--- src/rtl/fm_pkg.sv ---
package fm_pkg;
   typedef enum logic {
      SCOPE_ALL  = 1'b0,
      SCOPE_CHAN = 1'b1
   } scope_e;
endpackage

--- src/rtl/fm_persist.sv ---
module fm_persist #(
   parameter int PERSIST_CYC = 400
) (
   input  logic clk,
   input  logic run_en,
   input  logic flag,
   output logic trip
);
   localparam int CNT_W = $clog2(PERSIST_CYC + 1);
   localparam logic [CNT_W-1:0] LAST = CNT_W'(PERSIST_CYC - 1);

   logic [CNT_W-1:0] cnt;

   // trip marks the edge on which the flag completes its run
   assign trip = flag && (cnt == LAST);

   always_ff @(posedge clk or negedge run_en) begin
      if (!run_en)
         cnt <= '0;
      else if (!flag)
         cnt <= '0;
      else if (cnt != LAST)
         cnt <= cnt + 1'b1;
   end
endmodule

--- src/rtl/fm_chan.sv ---
module fm_chan #(
   parameter int NSW         = 4,
   parameter int PERSIST_CYC = 400
) (
   input  logic           clk,
   input  logic           run_en,
   input  logic [NSW-1:0] flags,
   input  logic           blank,
   output logic           short_lat,
   output logic           hold
);
   logic [NSW-1:0] trip;
   logic           any_flag;

   for (genvar s = 0; s < NSW; s++) begin : g_sw
      fm_persist #(.PERSIST_CYC(PERSIST_CYC)) i_persist (
         .clk   (clk),
         .run_en(run_en),
         .flag  (flags[s]),
         .trip  (trip[s])
      );
   end

   assign any_flag = |flags;

   always_ff @(posedge clk or negedge run_en) begin
      if (!run_en) begin
         short_lat <= 1'b0;
         hold      <= 1'b0;
      end else begin
         short_lat <= short_lat | (|trip);
         hold      <= any_flag & (blank | hold) & ~short_lat & ~(|trip);
      end
   end
endmodule

--- src/rtl/short_fault_mgr.sv ---
module short_fault_mgr
   import fm_pkg::*;
#(
   parameter int NCH         = 2,
   parameter int NSW         = 4,
   parameter int PERSIST_CYC = 400
) (
   input  logic               clk,
   input  logic               run_en,
   input  logic               dc_mode,
   input  logic               thermal_flag,
   input  logic [NCH*NSW-1:0] oc_flag,
   input  logic [NCH-1:0]     chg_blank,
   output logic [NCH-1:0]     bridge_off,
   output logic [NCH-1:0]     hold_charge,
   output logic               warn_n
);
   if (NCH < 1) begin : g_bad_nch
      $error("NCH must be at least 1");
   end
   if (NSW < 1) begin : g_bad_nsw
      $error("NSW must be at least 1");
   end
   if (PERSIST_CYC < 2) begin : g_bad_persist
      $error("PERSIST_CYC must be at least 2");
   end

   logic [NCH-1:0] short_lat;
   logic [NCH-1:0] off_next;
   logic           therm_q;
   scope_e         scope;

   assign scope = scope_e'(dc_mode);

   for (genvar c = 0; c < NCH; c++) begin : g_ch
      fm_chan #(.NSW(NSW), .PERSIST_CYC(PERSIST_CYC)) i_chan (
         .clk      (clk),
         .run_en   (run_en),
         .flags    (oc_flag[c*NSW +: NSW]),
         .blank    (chg_blank[c]),
         .short_lat(short_lat[c]),
         .hold     (hold_charge[c])
      );
   end

   always_comb begin
      if (therm_q)
         off_next = '1;
      else if (scope == SCOPE_ALL)
         off_next = {NCH{|short_lat}};
      else
         off_next = short_lat;
   end

   always_ff @(posedge clk or negedge run_en) begin
      if (!run_en) begin
         therm_q    <= 1'b0;
         bridge_off <= '0;
         warn_n     <= 1'b1;
      end else begin
         therm_q    <= thermal_flag;
         bridge_off <= off_next;
         warn_n     <= ~(therm_q | (|short_lat));
      end
   end
endmodule

--- config.mk ---
export PLATFORM = sky130hd
export DESIGN_NAME = short_fault_mgr
export DESIGN_NICKNAME = d
export VERILOG_FILES = /design/src/rtl/fm_pkg.sv /design/src/rtl/fm_persist.sv /design/src/rtl/fm_chan.sv /design/src/rtl/short_fault_mgr.sv
export SDC_FILE = /design/constraint.sdc
export NUM_CORES = 1
export LEC_CHECK = 0
export BUFFER_PORTS_ARGS = -buffer_cell sky130_fd_sc_hd__buf_4
export CORE_MARGIN = 3
export CORE_UTILIZATION = 54
export DETAILED_ROUTE_END_ITERATION = 6
export GPL_TIMING_DRIVEN = 0
export PLACE_DENSITY_LB_ADDON = 0.3
export SLEW_MARGIN = 0
export SYNTH_ARGS = -nofsm -noshare
export SYNTH_HDL_FRONTEND = slang
export SYNTH_SLANG_ARGS = --single-unit
--- constraint.sdc ---
create_clock -name clk -period 3.1 [get_ports clk]
set_clock_uncertainty 0.15 [all_clocks]
set_input_delay 0.155 -clock clk [delete_from_list [all_inputs] [get_ports clk]]
set_output_delay 0.155 -clock clk [all_outputs]
set_load 0.01 [all_outputs]
==> key figures, run 1 <==
Setup path
  • Req. time, crit path: 3180 ps
  • Critical path's slowest cell: sky130_fd_sc_hd__dlygate4sd3_1
  • Ordered cell list for the critical path: ha_1 > and3_1 > buf_6 > and3b_4 > a222oi_1 > dlygate4sd3_1 > nand2_1
  • Sort of element at the end of the critical path: flip-flop
  • Setup crit start kind: flip-flop
  • Kind of critical path: reg2reg
  • Data arrival, critical path: 2490 ps
  • Worst-path maximum fanout: 6
  • Worst stage delay on the critical path: 600 ps

Route
  • Vias after detailed routing: 2760
  • DRT Pass-1 Iters: 4
  • Final routed wirelength across all metal layers: 6.65 mm
  • Detailed router's first-iteration violation count: 205
  • Vias per Instance: 5.34
  • Remaining number of nets flagged by the antenna check after routing: 0
  • Wirelength per Cell: 12.9 um
  • DRC: 0

Logic synthesis
  • Post-synthesis sequential element count: 80
  • Number of distinct library cells after synthesis: 30
  • Leading register cell type out of synthesis: sky130_fd_sc_hd__dfrtp_1
  • Number of cells produced by synthesis: 379
  • Number of enable flip-flop cells after synthesis: 0
  • Cell types with the highest counts after synthesis: sky130_fd_sc_hd__dfrtp_1 (79), sky130_fd_sc_hd__and2_1 (29), sky130_fd_sc_hd__nor2_1 (25), sky130_fd_sc_hd__xnor2_1 (24), sky130_fd_sc_hd__o21ai_0 (23)
  • Post-Synthesis Mean Instance Area: 10.2 um2
  • Leading cell type by number of instances after synthesis: sky130_fd_sc_hd__dfrtp_1
  • Total standard cell area after synthesis: 3870 um2
  • Post-synth top area share: 0.510
  • Total nets after synthesis: 401
  • YS warnings: 0
  • Async set-reset flop share out of synthesis: 1.00
  • Post-synthesis sequential area ratio: 0.517
  • Post-synthesis cell type with the largest combined area: sky130_fd_sc_hd__dfrtp_1
  • Leading cell types by total area after synthesis: sky130_fd_sc_hd__dfrtp_1 (51%), sky130_fd_sc_hd__xnor2_1 (5.4%), sky130_fd_sc_hd__and2_1 (4.7%)

Timing
  • Final slew viol count: 0
  • Worst slew margin: 0.347
  • RSZ-0062 raised after global routing: no
  • Ratio of final minimum period to clock period: 0.778
  • Final total negative setup slack: 0 ps
  • Transition time at the pin with the least slew margin: 980 ps
  • Final setup violating endpoints: 0
  • Minimum clock period after layout: 2410 ps
  • Final hold violation count: 0
  • F_max: 415 MHz

Global route
  • Met1 routing resource usage after global routing: 0.233
  • Wire length of the first global-routing pass: 12.1 mm
  • Global routing met3 resource utilization: 0.0283
  • Initial antenna violation count: 0
  • Tot GR Track Use: 0.176
  • Pin count of the biggest net entering global routing: 81
  • Via count of the first global-routing pass: 2792
  • Met2 usage in global routing: 0.288
  • Grt ovf: 0
  • Highest-utilization routing layer at the global route stage: met2

Placed design
  • Placed Cells incl. Taps: 493
  • Post-detailed-placement cell area: 4130 um2
  • GPL Wtd Cong: 0.775
  • Detailed placer's ending HPWL: 4.56 mm
  • Port buffer count: 18

Flow run
  • Max-cap violation count: 0

Cells and area
  • Non-Filler Instances: 517
  • Number of antenna diodes: 0
  • Fraction of the core area covered by cells at the end of the flow: 0.648
  • Final nets: 438
  • Layout cell share with drive strength beyond 1: 0.109
  • Layout overhead on the synthesized area: 15.0%
  • Layout Cell Area excl Fill: 4450 um2

Power and ir drop
  • Worst VDD drop: 218 uV
  • Total power divided by cell area: 480 nW/um2
  • Static leakage: 1.88 nW

Floorplan
  • Horizontal extent of the die: 90.7 um
  • Die H: 90.7 um
  • Initial standard-cell utilization of the core: 0.564
  • Core Rows: 30
  • Area of the placeable core: 6870 um2
  • Area of the die: 8230 um2
  • Number of ports placed on the die boundary: 19

Clock network
  • Setup fix buffers added after clock tree synthesis: 0
  • Cts bufs inserted: 9
  • Clock sink count: 80
  • Level count of the clock H-tree: 3
  • Clock Tree Root: sky130_fd_sc_hd__clkbuf_8
  • Number of buffers on the longest clock path: 2
  • Clock-pin slew reported for the worst setup and hold paths after clock tree synthesis: 80 ps
  • Quantity of gates resized following cts: 0
  • Worst-skew pair later-pin latency: 340 ps
  • CTS tree: built

Run status
  • Outcome: complete, no violations

Hold path
  • Worst hold-check path type: in2reg
-- worst paths after layout --
| check | start | endpoint | slack [ps] | cells past startpoint |
|---|---|---|---|---|
| max | g_ch[1].i_chan.g_sw[0].i_persist.cnt[0] | g_ch[1].i_chan.short_lat | 690 | 7 |
| min | chg_blank[1] | g_ch[1].i_chan.hold | 20 | 4 |
| max reg2reg | g_ch[1].i_chan.g_sw[0].i_persist.cnt[0] | g_ch[1].i_chan.short_lat | 690 | 7 |
| min reg2reg | therm_q | warn_n | 310 | 1 |
| max in group asynchronous | run_en | g_ch[0].i_chan.g_sw[0].i_persist.cnt[4] | 1790 | 2 |
| min in group asynchronous | run_en | g_ch[1].i_chan.g_sw[2].i_persist.cnt[7] | 350 | 2 |
-- placed cells by master, fill, tap and decap left out, drive strengths merged --
cell and instances:
nor2 25, dfrtp 79, a21oi 9, clkinv 3, a21boi 9, nor3 17
and3b 1, nor3b 3, a31oi 16, and2 29, clkbuf 15, mux2i 8
nand4 11, xor2 7, or3 13, ha 8, xnor2 24, nand4bb 5
nor2b 8, inv 17, o21ai 23, nand3b 4, nand2 22, buf 21
nor4 2, nand3 18, dfstp 1, and3 9, a222oi 2, clkinvlp 1
dlygate4sd3 8, bufinv 3
-- power breakdown --
group	internal (mW)	switching [mW]	leakage, nW
Combinational	0.0563	0.0640	0.681
Sequential	1.07	0.0277	1.08
Clock	0.536	0.382	0.119
Total	1.66	0.474	1.88
-- stage by stage --
step	hold slack (ps)	total power, mW	worst slack [ps]
finish	22.8	2.14	689
global route	48.1	2.23	558
CTS	9.54	2.16	693
detailed placement	125	1.24	1190
global placement	124	1.23	1210
floorplan	-291	1.18	1310
-- cell type report --
class                      instances  area [um2]
sequential                        80        2000
inverter                          17        63.8
clock buffer                       9         124
tap                               96         120
fill                             581        2420
timing repair buffer              26         215
multi-input combinational        273        1760
buffer                             9        48.8
clock inverter                     7         120
-- sequential cells by signal, summed over array words and instances, names as in the netlist --
register / cells
therm_q: 1
g_ch.i_chan.hold: 2
bridge_off: 2
warn_n: 1
g_ch.i_chan.short_lat: 2
g_ch.i_chan.g_sw.i_persist.cnt: 72
-- worst max-delay path, delay by kind of cell (launching register included) --
family,cells,cell delay [ps]
adder cells (fa/ha/maj),1,230
buffers and inverters,2,730
flip-flops,1,420
AO/OA/AOI/OAI,1,380
AND/OR/NAND/NOR,3,400
-- layer usage --
layer,vias up,part of all wire
met1,1330,0.48
li1,1402,-
met4,0,0.0092
met2,23,0.48
met3,5,0.023
met5,-,0
-- timing repair --
item                                    4_1_cts  5_1_grt
hold buffers                                  8        0
hold endpoints to repair                     86        0
endpoints found under the setup margin        0        0
-- cell families (layout without fill, tap and decap cells) --
group,after synthesis,after routing,synth area share
and+or+nand+nor,167,167,0.247
muxes,8,8,0.0207
buffers and inverters,26,68,0.0291
adders and majority gates,8,8,0.0258
AOI/OAI and AO/OA,59,59,0.0898
xor gates and xnor gates,31,31,0.0701
DFF,80,80,0.517
Note: power is estimated with default switching activity, not from simulation.
==> inputs of run 2 (changes only) <==
- ABC_AREA: not set -> 1
- clock period: 3.1 -> 2.15 ns (I/O delays scaled with it)
==> key figures, run 2 <==
Placed design
  • GPL Wtd Cong: 0.819 (+5.7%)
  • Detailed placer's ending HPWL: 4.98 mm (+9.3%)
  • Port buffer count: 16 (-2)
  • Post-detailed-placement cell area: 4160 um2 (+0.85%)

Logic synthesis
  • Total nets after synthesis: 489 (+22%)
  • Cell types with the highest counts after synthesis: sky130_fd_sc_hd__dfrtp_1 (79), sky130_fd_sc_hd__nand2_1 (73), sky130_fd_sc_hd__inv_1 (72), sky130_fd_sc_hd__nor2_1 (51), sky130_fd_sc_hd__nand3_1 (35)
  • Post-synth top area share: 0.504 (-0.00651)
  • Post-synthesis cell type with the largest combined area: sky130_fd_sc_hd__dfrtp_1
  • Post-synthesis sequential area ratio: 0.511 (-0.00660)
  • YS warnings: 0 (unchanged)
  • Post-Synthesis Mean Instance Area: 8.40 um2 (-18%)
  • Number of enable flip-flop cells after synthesis: 0 (unchanged)
  • Number of cells produced by synthesis: 467 (+23%)
  • Leading register cell type out of synthesis: sky130_fd_sc_hd__dfrtp_1
  • Leading cell type by number of instances after synthesis: sky130_fd_sc_hd__dfrtp_1
  • Number of distinct library cells after synthesis: 35 (+17%)
  • Post-synthesis sequential element count: 80 (unchanged)
  • Leading cell types by total area after synthesis: sky130_fd_sc_hd__dfrtp_1 (50%), sky130_fd_sc_hd__nand2_1 (7.0%), sky130_fd_sc_hd__inv_1 (6.9%)
  • Total standard cell area after synthesis: 3920 um2 (+1.3%)
  • Async set-reset flop share out of synthesis: 1.00 (unchanged)

Route
  • Remaining number of nets flagged by the antenna check after routing: 0 (unchanged)
  • Vias after detailed routing: 3163 (+15%)
  • DRC: 0 (unchanged)
  • Final routed wirelength across all metal layers: 7.11 mm (+6.9%)
  • DRT Pass-1 Iters: 5 (+1)
  • Detailed router's first-iteration violation count: 98 (-52%)
  • Vias per Instance: 5.20 (-2.6%)
  • Wirelength per Cell: 11.7 um (-9.1%)

Setup path
  • Setup crit start: g_ch[1].i_chan.g_sw[0].i_persist.cnt[0]
  • Kind of critical path: reg2reg
  • Depth of the most critical reg-to-reg path: 7 (unchanged)
  • Crit Reg-Reg Endpoint: g_ch[1].i_chan.short_lat
  • RR Startpoint: g_ch[1].i_chan.g_sw[0].i_persist.cnt[0]
  • Setup crit start kind: flip-flop
  • Data arrival, critical path: 1690 ps (-800 ps)
  • Reg2reg setup slack: 550 ps (-140 ps)
  • Sort of element at the end of the critical path: flip-flop
  • Req. time, crit path: 2240 ps (-940 ps)
  • Worst-path maximum fanout: 4 (-2)

Floorplan
  • Horizontal extent of the die: 91.2 um (+0.60%)
  • Area of the die: 8320 um2 (+1.2%)
  • Area of the placeable core: 6910 um2 (+0.55%)
  • Number of ports placed on the die boundary: 19 (unchanged)
  • Die H: 91.2 um (+0.60%)
  • Initial standard-cell utilization of the core: 0.568 (+0.00418)
  • Core Rows: 30 (unchanged)

Clock network
  • Clock Tree Root: sky130_fd_sc_hd__clkbuf_8
  • Number of buffers on the longest clock path: 2 (unchanged)
  • CTS tree: built
  • Level count of the clock H-tree: 3 (unchanged)
  • Clock sink count: 80 (unchanged)
  • Cts bufs inserted: 9 (unchanged)
  • Worst-skew pair later-pin latency: 350 ps (about the same)
  • Setup fix buffers added after clock tree synthesis: 0 (unchanged)
  • Clock-pin slew reported for the worst setup and hold paths after clock tree synthesis: 80 ps (about the same)
  • Quantity of gates resized following cts: 0 (unchanged)
  • Post-cts hold buffer count: 13 (+5)

Timing
  • Final hold violation count: 0 (unchanged)
  • Final total negative setup slack: 0 ps (unchanged)
  • Ratio of final minimum period to clock period: 0.746 (-0.0318)
  • Worst slew margin: 0.357 (+0.0101)
  • Final slew viol count: 0 (unchanged)
  • RSZ-0062 raised after global routing: no
  • Minimum clock period after layout: 1600 ps (-807 ps)
  • Final setup violating endpoints: 0 (unchanged)
  • Transition time at the pin with the least slew margin: 965 ps (-15.1 ps)
  • F_max: 624 MHz (+50%)

Flow run
  • Max-cap violation count: 0 (unchanged)

Run status
  • Outcome: complete, no violations

Cells and area
  • Total of fill cells in the finished design: 578 (-0.52%)
  • Area of combinational cells with multiple inputs: 1610 um2 (-8.3%)
  • Sequential cell area: 2000 um2 (unchanged)
  • Layout overhead on the synthesized area: 14.7%
  • Layout cell share with drive strength beyond 1: 0.117 (+0.00792)
  • Number of antenna diodes: 0 (unchanged)
  • Final nets: 529 (+21%)
  • Register with the highest flop count: g_ch.i_chan.g_sw.i_persist.cnt
  • Layout Cell Area excl Fill: 4500 um2 (+1.1%)
  • Number of flip-flops under the largest register name: 72 (unchanged)
  • Commonest cells after routing, fill and taps aside: sky130_fd_sc_hd__dfrtp_1 (79), sky130_fd_sc_hd__nand2_1 (73), sky130_fd_sc_hd__inv_1 (72)
  • Most common cell after layout, fill and taps aside: sky130_fd_sc_hd__dfrtp_1

Hold path
  • Depth of the worst hold-timing path: 2 (-2)
  • Hold_sp: thermal_flag
  • Worst hold-check path type: in2reg
  • Hold-critical path endpoint: therm_q

Global route
  • Initial antenna violation count: 0 (unchanged)
  • Via count of the first global-routing pass: 3172 (+14%)
  • Tot GR Track Use: 0.193 (+0.0171)
  • Pin count of the biggest net entering global routing: 81 (unchanged)
  • Grt ovf: 0 (unchanged)
  • Wire length of the first global-routing pass: 13.2 mm (+9.2%)

Power and ir drop
  • Worst VDD drop: 442 uV (+100%)
  • Static leakage: 2.16 nW (+15%)
  • Total power divided by cell area: 706 nW/um2 (+47%)
run 2: critical path: stages (launching register included):
cell	delay (ps)
sky130_fd_sc_hd__dfrtp_1	410
sky130_fd_sc_hd__ha_1	230
sky130_fd_sc_hd__nand2_1	130
sky130_fd_sc_hd__nor2_1	80
sky130_fd_sc_hd__nand3_1	160
sky130_fd_sc_hd__nand2_1	90
sky130_fd_sc_hd__nor2_1	160
sky130_fd_sc_hd__nand2_1	70
run 2: cell type report:
type,count,share of cell area
Sequential cell,80,0.445
Inverter,75,0.0628
Multi-Input combinational cell,308,0.358
Tap cell,96,0.0267
Clock inverter,5,0.0122
Clock buffer,11,0.0336
Timing Repair Buffer,29,0.0556
Buffer,4,0.00556
run 2: report_power, final:
part | switching [mW] | total [mW] | internal (mW)
registers | 0.110 | 1.73 | 1.62
logic | 0.175 | 0.318 | 0.143
clock network | 0.536 | 1.13 | 0.596
total | 0.821 | 3.18 | 2.36
run 2: kinds of logic (layout without fill, tap and decap cells):
logic type                 after synthesis  count (layout)  synth area share
buffers and inverters                   79             124            0.0784
DFF                                     80              80             0.511
xor gates and xnor gates                12              12            0.0268
adders and majority gates                8               8            0.0255
AOI/OAI and AO/OA                       81              81             0.113
and+or+nand+nor                        207             207             0.246
run 2: how the worst max path moves through the flow:
| stage | cells after the start | slack [ps] | to |
|---|---|---|---|
| floorplan | 7 | 750 | g_ch[0].i_chan.short_lat |
| global placement | 7 | 580 | g_ch[1].i_chan.short_lat |
| detailed placement | 7 | 570 | g_ch[1].i_chan.short_lat |
| CTS | 7 | 530 | g_ch[1].i_chan.short_lat |
| global route | 7 | 370 | g_ch[0].i_chan.short_lat |
| finish | 7 | 550 | g_ch[1].i_chan.short_lat |
run 2: per-stage QoR:
| stage | total power, mW | worst slack, ps | hold slack (ps) | utilization | cells |
|---|---|---|---|---|---|
| after floorplan | 1.94 | 754 | -338 | - | 467 |
| after global placement | 2.04 | 580 | 67.5 | 0.603 | 579 |
| after detailed placement | 2.06 | 566 | 70.8 | 0.603 | 579 |
| after CTS | 3.22 | 534 | 246 | 0.652 | 608 |
| after global routing | 3.35 | 369 | 260 | 0.652 | 608 |
| final | 3.18 | 547 | 259 | 0.652 | 608 |
run 2: per-layer routing:
metal,vias to the layer above,global-route usage,part of all wire
met5,-,0,0
met4,0,0.0590,0.015
met3,12,0.0555,0.043
met2,53,0.335,0.50
met1,1480,0.231,0.44
li1,1618,-,-
==> inputs of run 3 (changes only) <==
- clock period: 2.15 -> 1.6 ns (I/O delays scaled with it)
==> key figures, run 3 (synthesis gave the netlist of run 2 again) <==
Placed design
  • Detailed placer's ending HPWL: 4.98 mm (unchanged)
  • Post-detailed-placement cell area: 4160 um2 (unchanged)
  • GPL Wtd Cong: 0.819 (unchanged)
  • Worst slack at placement: 16.4 ps (-550 ps)
  • Port buffer count: 16 (unchanged)
  • Placed Cells incl. Taps: 579 (unchanged)

Setup path
  • Data arrival, critical path: 1670 ps (-20 ps)
  • Worst-path maximum fanout: 5 (+1)
  • Setup crit start kind: flip-flop
  • Kind of critical path: reg2reg
  • Req. time, crit path: 1720 ps (-520 ps)
  • Sort of element at the end of the critical path: flip-flop

Timing
  • Transition time at the pin with the least slew margin: 971 ps (+5.54 ps)
  • Final slew viol count: 0 (unchanged)
  • Worst slew margin: 0.353 (-0.00369)
  • Crit path setup slack, layout: 44.0 ps (-503 ps)
  • Final total negative setup slack: 0 ps (unchanged)
  • Hold Slack: 233 ps (-25.9 ps)
  • RSZ-0062 raised after global routing: yes
  • Ratio of final minimum period to clock period: 0.973 (+0.227)
  • F_max: 643 MHz (+3.0%)
  • Minimum clock period after layout: 1560 ps (-47.3 ps)
  • Final setup violating endpoints: 0 (unchanged)
  • Final hold violation count: 0 (unchanged)

Floorplan
  • Die H: 91.2 um (unchanged)
  • Area of the placeable core: 6910 um2 (unchanged)
  • Core Rows: 30 (unchanged)
  • Area of the die: 8320 um2 (unchanged)
  • Horizontal extent of the die: 91.2 um (unchanged)
  • Initial standard-cell utilization of the core: 0.568 (unchanged)
  • Number of ports placed on the die boundary: 19 (unchanged)

Cells and area
  • Fraction of the core area covered by cells at the end of the flow: 0.665 (+0.0138)
  • Layout Cell Area excl Fill: 4600 um2 (+2.1%)
  • Most common cell after layout, fill and taps aside: sky130_fd_sc_hd__dfrtp_1
  • Register with the highest flop count: g_ch.i_chan.g_sw.i_persist.cnt
  • Final nets: 533 (+0.76%)
  • Layout cell share with drive strength beyond 1: 0.159 (+0.0417)
  • Number of antenna diodes: 0 (unchanged)
  • Number of flip-flops under the largest register name: 72 (unchanged)
  • Commonest cells after routing, fill and taps aside: sky130_fd_sc_hd__dfrtp_1 (77), sky130_fd_sc_hd__inv_1 (72), sky130_fd_sc_hd__nand2_1 (70)
  • Layout overhead on the synthesized area: 17.1%
  • Non-Filler Instances: 612 (+0.66%)

Clock network
  • Level count of the clock H-tree: 3 (unchanged)
  • Worst-skew pair later-pin latency: 350 ps (about the same)
  • Clock-pin slew reported for the worst setup and hold paths after clock tree synthesis: 80 ps (about the same)
  • Clock sink count: 80 (unchanged)
  • CTS tree: built
  • Clock Tree Root: sky130_fd_sc_hd__clkbuf_8
  • Cts bufs inserted: 9 (unchanged)
  • Number of buffers on the longest clock path: 2 (unchanged)

Global route
  • Via count of the first global-routing pass: 3168 (-0.13%)
  • Initial antenna violation count: 0 (unchanged)
  • Pin count of the biggest net entering global routing: 81 (unchanged)
  • Grt ovf: 0 (unchanged)
  • Wire length of the first global-routing pass: 13.2 mm (+0.31%)
  • Tot GR Track Use: 0.193 (+0.000534)

Route
  • Wirelength per Cell: 12.1 um (+3.2%)
  • Remaining number of nets flagged by the antenna check after routing: 0 (unchanged)
  • DRT Pass-1 Iters: 4 (-1)
  • Final routed wirelength across all metal layers: 7.38 mm (+3.9%)
  • Vias per Instance: 5.24 (+0.63%)
  • Vias after detailed routing: 3204 (+1.3%)
  • DRC: 0 (unchanged)
  • Detailed router's first-iteration violation count: 110 (+12%)

Power and ir drop
  • Total power divided by cell area: 941 nW/um2 (+33%)
  • Worst VDD drop: 597 uV (+35%)
  • Static leakage: 2.18 nW (+0.75%)
  • Final Power: 4.33 mW (+36%)

Run status
  • Outcome: complete, no violations

Flow run
  • Max-cap violation count: 0 (unchanged)

Hold path
  • Worst hold-check path type: in2reg
==> run 3: cell count changes in the layout (fill, tap and decap cells not counted), sizes merged <==
cell	previous run	this run
buf	20	24
==> run 3: critical path, cell delays in order (launching register included) <==
cell	delay, ps
sky130_fd_sc_hd__dfrtp_1	410
sky130_fd_sc_hd__ha_4	180
sky130_fd_sc_hd__nand2_2	70
sky130_fd_sc_hd__nor2_2	140
sky130_fd_sc_hd__nand4_1	240
sky130_fd_sc_hd__buf_4	230
sky130_fd_sc_hd__o21ai_0	60
==> run 3: timing repair <==
action	CTS	global route
hold buffers	13	0
cloned	0	0
hold endpoints to repair	154	0
gates resized for setup	2	19
pin swaps	1	6
setup endpoints to repair	1	21
setup buffers	0	4
==> run 3: path summary, 6_finish.rpt <==
path                       slack, ps                                      end  cells after the start                                     from
setup reg to reg                  40  g_ch[1].i_chan.g_sw[1].i_persist.cnt[3]                      6  g_ch[1].i_chan.g_sw[1].i_persist.cnt[0]
max in group asynchronous        340  g_ch[0].i_chan.g_sw[3].i_persist.cnt[0]                      2                                   run_en
hold reg to reg                  270                                   warn_n                      1                                  therm_q
min in group asynchronous        280  g_ch[0].i_chan.g_sw[0].i_persist.cnt[3]                      2                                   run_en
setup / recovery                  40  g_ch[1].i_chan.g_sw[1].i_persist.cnt[3]                      6  g_ch[1].i_chan.g_sw[1].i_persist.cnt[0]
hold / removal                   230                                  therm_q                      2                             thermal_flag
==> run 3: metal layers <==
| layer | track usage | routed length [um] |
|---|---|---|
| met3 | 0.0555 | 305 |
| met5 | 0 | 0 |
| met1 | 0.232 | 3260 |
| met2 | 0.335 | 3710 |
| met4 | 0.0590 | 106 |
==> run 3: area by class of cell <==
| type | instances | area, um2 |
|---|---|---|
| clock buffers | 11 | 151 |
| repair buffers | 33 | 280 |
| flip-flops and latches | 80 | 2010 |
| multi-input cells | 308 | 1680 |
| clock inverters | 5 | 55.1 |
| well taps | 96 | 120 |
| inverters | 75 | 283 |
| fillers | 563 | 2310 |
| plain buffers | 4 | 25.0 |
==> run 3: power breakdown <==
group | internal (mW) | total (mW) | switching [mW]
Clock | 0.800 | 1.52 | 0.720
Combinational | 0.222 | 0.470 | 0.248
Sequential | 2.18 | 2.34 | 0.158
Total | 3.20 | 4.33 | 1.13
